[src/rtl/rfs_pkg.sv]
package rfs_pkg;

    typedef enum logic [2:0] {
        ST_OFF      = 3'd0,
        ST_RUN      = 3'd1,
        ST_OV_RAMP  = 3'd2,
        ST_OV_HOLD  = 3'd3,
        ST_OC_LATCH = 3'd4
    } rfs_state_e;

    function automatic logic is_running(input rfs_state_e s);
        return (s == ST_RUN) || (s == ST_OV_RAMP) || (s == ST_OV_HOLD);
    endfunction

endpackage

[src/rtl/rfs_oc_timer.sv]
// Consecutive-cycle qualifier for the moderate over-current flag.
module rfs_oc_timer #(
    parameter int LIMIT = 2500,
    parameter int CNT_W = $clog2(LIMIT)
) (
    input  logic             clk,
    input  logic             rst_n,
    input  logic             arm,
    input  logic             flag,
    output logic             expire,
    output logic [CNT_W-1:0] count
);

    localparam logic [CNT_W-1:0] LAST = CNT_W'(LIMIT - 1);

    logic [CNT_W-1:0] cnt_q;

    assign expire = arm && flag && (cnt_q == LAST);
    assign count  = cnt_q;

    always_ff @(posedge clk or negedge rst_n) begin
        if (!rst_n) begin
            cnt_q <= '0;
        end else if (arm && flag) begin
            cnt_q <= expire ? '0 : cnt_q + 1'b1;
        end else begin
            cnt_q <= '0;
        end
    end

endmodule

[src/rtl/rfs_dac_ramp.sv]
// Captures the reference code at an over-voltage trip and walks it to zero.
module rfs_dac_ramp #(
    parameter int DAC_W         = 8,
    parameter int RAMP_STEP_CYC = 4
) (
    input  logic             clk,
    input  logic             rst_n,
    input  logic             load,
    input  logic             run,
    input  logic [DAC_W-1:0] code_in,
    output logic [DAC_W-1:0] code_out,
    output logic             at_zero
);

    localparam int STEP_W = (RAMP_STEP_CYC > 1) ? $clog2(RAMP_STEP_CYC) : 1;
    localparam logic [STEP_W-1:0] STEP_LAST = STEP_W'(RAMP_STEP_CYC - 1);

    logic [DAC_W-1:0]  code_q;
    logic [STEP_W-1:0] step_q;

    assign code_out = code_q;
    assign at_zero  = (code_q == '0);

    always_ff @(posedge clk or negedge rst_n) begin
        if (!rst_n) begin
            code_q <= '0;
            step_q <= '0;
        end else if (load) begin
            code_q <= code_in;
            step_q <= '0;
        end else if (run && !at_zero) begin
            if (step_q == STEP_LAST) begin
                step_q <= '0;
                code_q <= code_q - 1'b1;
            end else begin
                step_q <= step_q + 1'b1;
            end
        end
    end

endmodule

[src/rtl/reg_fault_supervisor.sv]
module reg_fault_supervisor
    import rfs_pkg::*;
#(
    parameter int CLK_FREQ_HZ   = 50_000_000,
    parameter int OC_DELAY_US   = 50,
    parameter int DAC_W         = 8,
    parameter int RAMP_STEP_CYC = 4
) (
    input  logic             clk,
    input  logic             rst_n,
    input  logic             en_i,
    input  logic             oc_lo_i,
    input  logic             oc_hi_i,
    input  logic             ov_i,
    input  logic             uv_i,
    input  logic [DAC_W-1:0] dac_code_i,
    output logic             pwm_force_low_o,
    output logic             shutdown_o,
    output logic             drv_en_o,
    output logic [DAC_W-1:0] dac_out_o,
    output logic             ready_o
);

    localparam int OC_LIMIT = (CLK_FREQ_HZ / 1_000_000) * OC_DELAY_US;
    localparam int OC_CNT_W = $clog2(OC_LIMIT);

    rfs_state_e state_q, state_d;

    logic             oc_arm;
    logic             oc_expire;
    logic [OC_CNT_W-1:0] oc_count;
    logic             ramp_load;
    logic             ramp_run;
    logic             ramp_zero;
    logic [DAC_W-1:0] ramp_code;

    assign oc_arm    = is_running(state_q) && en_i;
    assign ramp_load = (state_q == ST_RUN) && (state_d == ST_OV_RAMP);
    assign ramp_run  = (state_q == ST_OV_RAMP);

    rfs_oc_timer #(
        .LIMIT (OC_LIMIT),
        .CNT_W (OC_CNT_W)
    ) u_oc_timer (
        .clk    (clk),
        .rst_n  (rst_n),
        .arm    (oc_arm),
        .flag   (oc_lo_i),
        .expire (oc_expire),
        .count  (oc_count)
    );

    rfs_dac_ramp #(
        .DAC_W         (DAC_W),
        .RAMP_STEP_CYC (RAMP_STEP_CYC)
    ) u_dac_ramp (
        .clk      (clk),
        .rst_n    (rst_n),
        .load     (ramp_load),
        .run      (ramp_run),
        .code_in  (dac_code_i),
        .code_out (ramp_code),
        .at_zero  (ramp_zero)
    );

    // State register
    always_ff @(posedge clk or negedge rst_n) begin
        if (!rst_n) begin
            state_q <= ST_OFF;
        end else begin
            state_q <= state_d;
        end
    end

    // Next-state logic; over-current outranks over-voltage
    always_comb begin
        state_d = state_q;
        unique case (state_q)
            ST_OFF: begin
                if (en_i) state_d = ST_RUN;
            end
            ST_RUN: begin
                if (!en_i)                       state_d = ST_OFF;
                else if (oc_hi_i || oc_expire)   state_d = ST_OC_LATCH;
                else if (ov_i)                   state_d = ST_OV_RAMP;
            end
            ST_OV_RAMP: begin
                if (!en_i)                       state_d = ST_OFF;
                else if (oc_hi_i || oc_expire)   state_d = ST_OC_LATCH;
                else if (ramp_zero)              state_d = ST_OV_HOLD;
            end
            ST_OV_HOLD: begin
                if (!en_i)                       state_d = ST_OFF;
                else if (oc_hi_i || oc_expire)   state_d = ST_OC_LATCH;
            end
            ST_OC_LATCH: begin
                if (!en_i)                       state_d = ST_OFF;
            end
            default: state_d = ST_OFF;
        endcase
    end

    // Outputs
    always_comb begin
        pwm_force_low_o = 1'b1;
        shutdown_o      = 1'b0;
        drv_en_o        = 1'b0;
        dac_out_o       = dac_code_i;
        ready_o         = 1'b0;
        unique case (state_q)
            ST_OFF: begin
                pwm_force_low_o = 1'b1;
            end
            ST_RUN: begin
                pwm_force_low_o = ov_i;
                drv_en_o        = 1'b1;
                ready_o         = !uv_i;
            end
            ST_OV_RAMP: begin
                pwm_force_low_o = ov_i;
                drv_en_o        = 1'b1;
                shutdown_o      = 1'b1;
                dac_out_o       = ramp_code;
            end
            ST_OV_HOLD: begin
                pwm_force_low_o = 1'b1;
                drv_en_o        = 1'b1;
                shutdown_o      = 1'b1;
                dac_out_o       = ramp_code;
            end
            ST_OC_LATCH: begin
                pwm_force_low_o = 1'b1;
                shutdown_o      = 1'b1;
            end
            default: begin
                pwm_force_low_o = 1'b1;
            end
        endcase
    end

endmodule

[config.mk]
export PLATFORM = sky130hd
export DESIGN_NAME = reg_fault_supervisor
export DESIGN_NICKNAME = d
export VERILOG_FILES = /design/src/rtl/rfs_pkg.sv /design/src/rtl/rfs_oc_timer.sv /design/src/rtl/rfs_dac_ramp.sv /design/src/rtl/reg_fault_supervisor.sv
export SDC_FILE = /design/constraint.sdc
export NUM_CORES = 1
export LEC_CHECK = 0
export BUFFER_PORTS_ARGS = -buffer_cell sky130_fd_sc_hd__buf_2
export CAP_MARGIN = 20
export CORE_ASPECT_RATIO = 0.8
export CORE_UTILIZATION = 40
export DETAILED_ROUTE_END_ITERATION = 12
export PLACE_DENSITY = 0.7
export SYNTH_ARGS = -nofsm -noshare
export SYNTH_HDL_FRONTEND = slang
export SYNTH_SLANG_ARGS = --single-unit
[constraint.sdc]
create_clock -name clk -period 3 [get_ports clk]
set_input_delay 0.15 -clock clk [delete_from_list [all_inputs] [get_ports clk]]
set_output_delay 0.15 -clock clk [all_outputs]
set_load 0.03 [all_outputs]
==> summary.md <==
Clock latency on the worst-skew pair, taken at its later pin, is 0.27 ns. Number of hold violations in the final report: 0. The tools report the number of sinks handled by clock tree synthesis as 25. The XOR/XNOR share of the synthesized area was 6.50%. The tools report the root buffer selected by CTS as sky130_fd_sc_hd__clkbuf_8. Between clock sinks in the finished design, the worst skew comes to 0.00143 ns. In the synthesized netlist the dominant register cell turns out to be sky130_fd_sc_hd__dfrtp_1. Across all layers, the routed design uses 1357 vias. After filler insertion, the fill cell instance count of the layout stands at 378.

The tightest min-delay check is of the primary input to flip-flop type. The analysis attributes to cell leakage a power of 0.771 nW. The core region is 0.00383 sq mm. The biggest cell delay along the critical path is 0.50 ns, and the area of the multi-input gates is 902 sq um. The wire-length estimate of the detail-placed layout is 2500 um. The routed wire length per instance was 13.5 um. The worst setup path is launched from a flip-flop. The overall die area was 0.00430 sq mm.

Cells with a size suffix above 1 make up 22.1% of the layout. Power spread over the standard cell area amounts to 527 mW/mm^2. Measured against its own limit, the worst slew margin works out to 61.9%. At the worst endpoint, the required time is 2.85 ns.

The detailed router finished its first iteration with 113 violations. The first global-routing pass estimated 5990 um of wire. Global routing used 17.9% of the available tracks across all layers. Setup violations remaining at the end of the flow were counted as 0. The transition time at the pin with the least slew margin is 0.572 ns. For the synthesized cell area, the log shows 0.00162 sq mm.

The count of warnings emitted by yosys is 0. Of the total synthesized cell area, the portion taken by AND, OR, NAND and NOR gates is 30.8%. From left edge to right edge, the die measures 73.1 um. For the worst setup path, the data arrival time is 1.84 ns.

In the routed layout, each cell is associated on average with a via count of 5.34. The smallest clock period supported by the final layout is computed as 1.99 ns. The sort of element at the end of the critical path is a primary output. Net count after synthesis: 193. By count the netlist is led by sky130_fd_sc_hd__dfrtp_1 (25), sky130_fd_sc_hd__nor2_1 (22), sky130_fd_sc_hd__nand2_1 (10), sky130_fd_sc_hd__o21ai_0 (10), sky130_fd_sc_hd__nor3_1 (9). The relative area change from synthesis to final layout is 12.4%, and the initial core utilization is 42.2%.

The count of buffers added on input and output ports is 26. Setup slack closes at 1.01 ns. The library cell occupying the most area in the post-synthesis netlist was sky130_fd_sc_hd__dfrtp_1. In this run the deepest clock path goes through 2 buffers. The maximum frequency from static timing analysis is 502 MHz. Setup repair after global routing left no endpoint under its margin. The tools report the number of rows created at floorplan as 20. The number of antenna diodes in the final layout is 0. The post-synthesis average cell area is 9.24 sq um. Yosys instantiated no cell more often than sky130_fd_sc_hd__dfrtp_1.

The congestion estimate from routability-driven global placement came to 0.801. The number of unique standard cell types used by synthesis was 43. The synthesized netlist devotes 12.2% of its cell area to compound gates. Across the VDD grid, the largest voltage drop is 177 uV. The logs give 0 for the number of max-cap violations and 0 ns for the setup TNS after final layout.

The cell with the biggest individual delay on the critical path is sky130_fd_sc_hd__nand2b_1. After synthesis, the largest family of logic cells by area is simple AND/OR/NAND/NOR gates. For this design the top-level I/O count stands at 27. In this run, synthesis inferred 0 flip-flops with an integrated enable. The final count of pins violating max slew is 0, and the number of global-route vias before repair is 1233. In this run the biggest area consumer among cell types represents 38.7% of the synthesized area. In this run the vertical extent of the chip is 58.9 um.

The flow ran to the end, and the final reports show no timing, DRC or antenna violations. The largest fanout on the critical path is 14, and the sequential cell area in the final layout is 626 sq um. The count of nets left with antenna violations once routing finished came out at 0. The mux contribution to synthesized area works out to 4.02%. For this run, design rule violations remaining after detail routing come to 0. The number of antenna violations at the first check in global routing came out at 0.

Sequential fraction of the synthesis area: 38.7%. Counting flops with an async set or reset pin after synthesis yields a share of 100%. The pre-antenna-repair detailed-routing pass consisted of 4 iterations. Clock tree synthesis inserted a total of 3 buffers. In the finished design, the share of the clock period the worst path needs comes to 66.4%. For the H-tree depth, the log shows 1. Category of the most critical setup path: flip-flop to primary output. Total wirelength of the detailed-routed design: 3440 um. Traced cell by cell, the critical path runs through nand2b_1 -> mux2_2 -> buf_2. For the total grt overflow, the log shows 0.

In the post-synthesis netlist, the biggest area contributors are sky130_fd_sc_hd__dfrtp_1 (39%), sky130_fd_sc_hd__nor2_1 (5.1%), sky130_fd_sc_hd__xnor2_1 (3.8%), sky130_fd_sc_hd__o21ai_0 (3.1%), sky130_fd_sc_hd__nor3_1 (2.8%). Cell count after synthesis: 175. The adder-cell share of the synthesized area is 2.32%, and the pin count of the biggest net entering global routing is 26. After clock tree synthesis, the clock-pin slew on the worst setup and hold paths is 0.09 ns. TritonCTS built the clock tree. The number of buffers and inverters on the critical path works out to 1.

The placement-stage worst setup slack was 1.16 ns; the flip-flop and latch count after synthesis was 25. The critical path's top delay family was simple AND/OR/NAND/NOR gates. At the end of the flow, the number of nets in the layout was 218.
==> kinds of logic (layout without fill, tap and decap cells) <==
| group | after synthesis | in the layout |
|---|---|---|
| buffers and inverters | 15 | 39 |
| AOI/OAI and AO/OA | 30 | 30 |
| muxes | 6 | 6 |
| and+or+nand+nor | 84 | 84 |
| xor gates and xnor gates | 12 | 12 |
| adders and majority gates | 3 | 3 |
| DFF | 25 | 25 |
==> final timing paths <==
check / cells past startpoint / start / to / slack (ns)
min: 2 / oc_hi_i / state_q[1]$_DFF_PN0_ / 0.12
max reg2reg: 4 / state_q[2]$_DFF_PN0_ / u_dac_ramp.step_q[1]$_DFFE_PN0P_ / 1.16
min in group asynchronous: 2 / rst_n / u_oc_timer.count[11]$_DFF_PN0_ / 0.41
min reg2reg: 1 / u_oc_timer.count[0]$_DFF_PN0_ / u_oc_timer.count[0]$_DFF_PN0_ / 0.51
max: 3 / state_q[2]$_DFF_PN0_ / dac_out_o[6] / 1.01
max in group asynchronous: 2 / rst_n / u_oc_timer.count[8]$_DFF_PN0_ / 2.22
==> area by class of cell <==
| cell class | count | area share [%] |
|---|---|---|
| clock buffer | 3 | 2.27 |
| clock inverter | 1 | 0.275 |
| inverter | 7 | 1.45 |
| multi-input combinational | 135 | 49.7 |
| sequential | 25 | 34.4 |
| tap | 55 | 3.79 |
| timing repair buffer | 28 | 8.13 |
==> registers in the layout, summed over array words and instances, names as in the netlist <==
| signal | cells |
|---|---|
| state_q | 3 |
| u_dac_ramp.code_out | 8 |
| u_dac_ramp.step_q | 2 |
| u_oc_timer.count | 12 |
==> power breakdown <==
part / total, mW / switching (mW) / internal (mW)
Clock: 0.204 / 0.111 / 0.0930
Combinational: 0.253 / 0.132 / 0.120
Sequential: 0.501 / 0.101 / 0.400
==> stage by stage <==
step                      power (mW)  instances  utilization [%]  instance area (sq um)  hold WS, ns
after floorplan                0.674        175                -                   1620       -0.146
after global placement         0.749        249             46.0                   1760        0.180
after detailed placement       0.753        249             46.0                   1760        0.180
after CTS                      0.962        254             47.5                   1820        0.111
after global routing            1.03        254             47.5                   1820        0.114
final                          0.957        254             47.5                   1820        0.116
==> layer usage <==
metal	vias to the layer above	GRT usage (%)	share of wire (%)
li1	679	-	-
met1	642	27.9	54
met2	32	25.5	40
met3	4	3.60	4.2
met4	0	3.36	1.1
met5	-	0	0
==> what timing repair did <==
| item | 4_1_cts | 5_1_grt |
|---|---|---|
| hold endpoints to repair | 25 | 0 |
| hold buffers | 1 | 0 |
| gates resized for setup | 0 | 0 |
| endpoints found under the setup margin | 0 | 0 |
| buffers inserted | 0 | 0 |
==> cell usage in the layout (no fill, tap or decap), drive strengths merged, types with 5 or more instances in the layout <==
cell   synthesis  routed
xor2           5       5
nor3           9       9
buf            6      27
o21ai         10      10
dfrtp         25      25
xnor2          7       7
nor2          23      23
nand4          5       5
nand2         10      10
inv            7       7
nand3          6       6
a21oi          7       7
or3            6       6
Note: power is estimated with default switching activity, not from simulation.
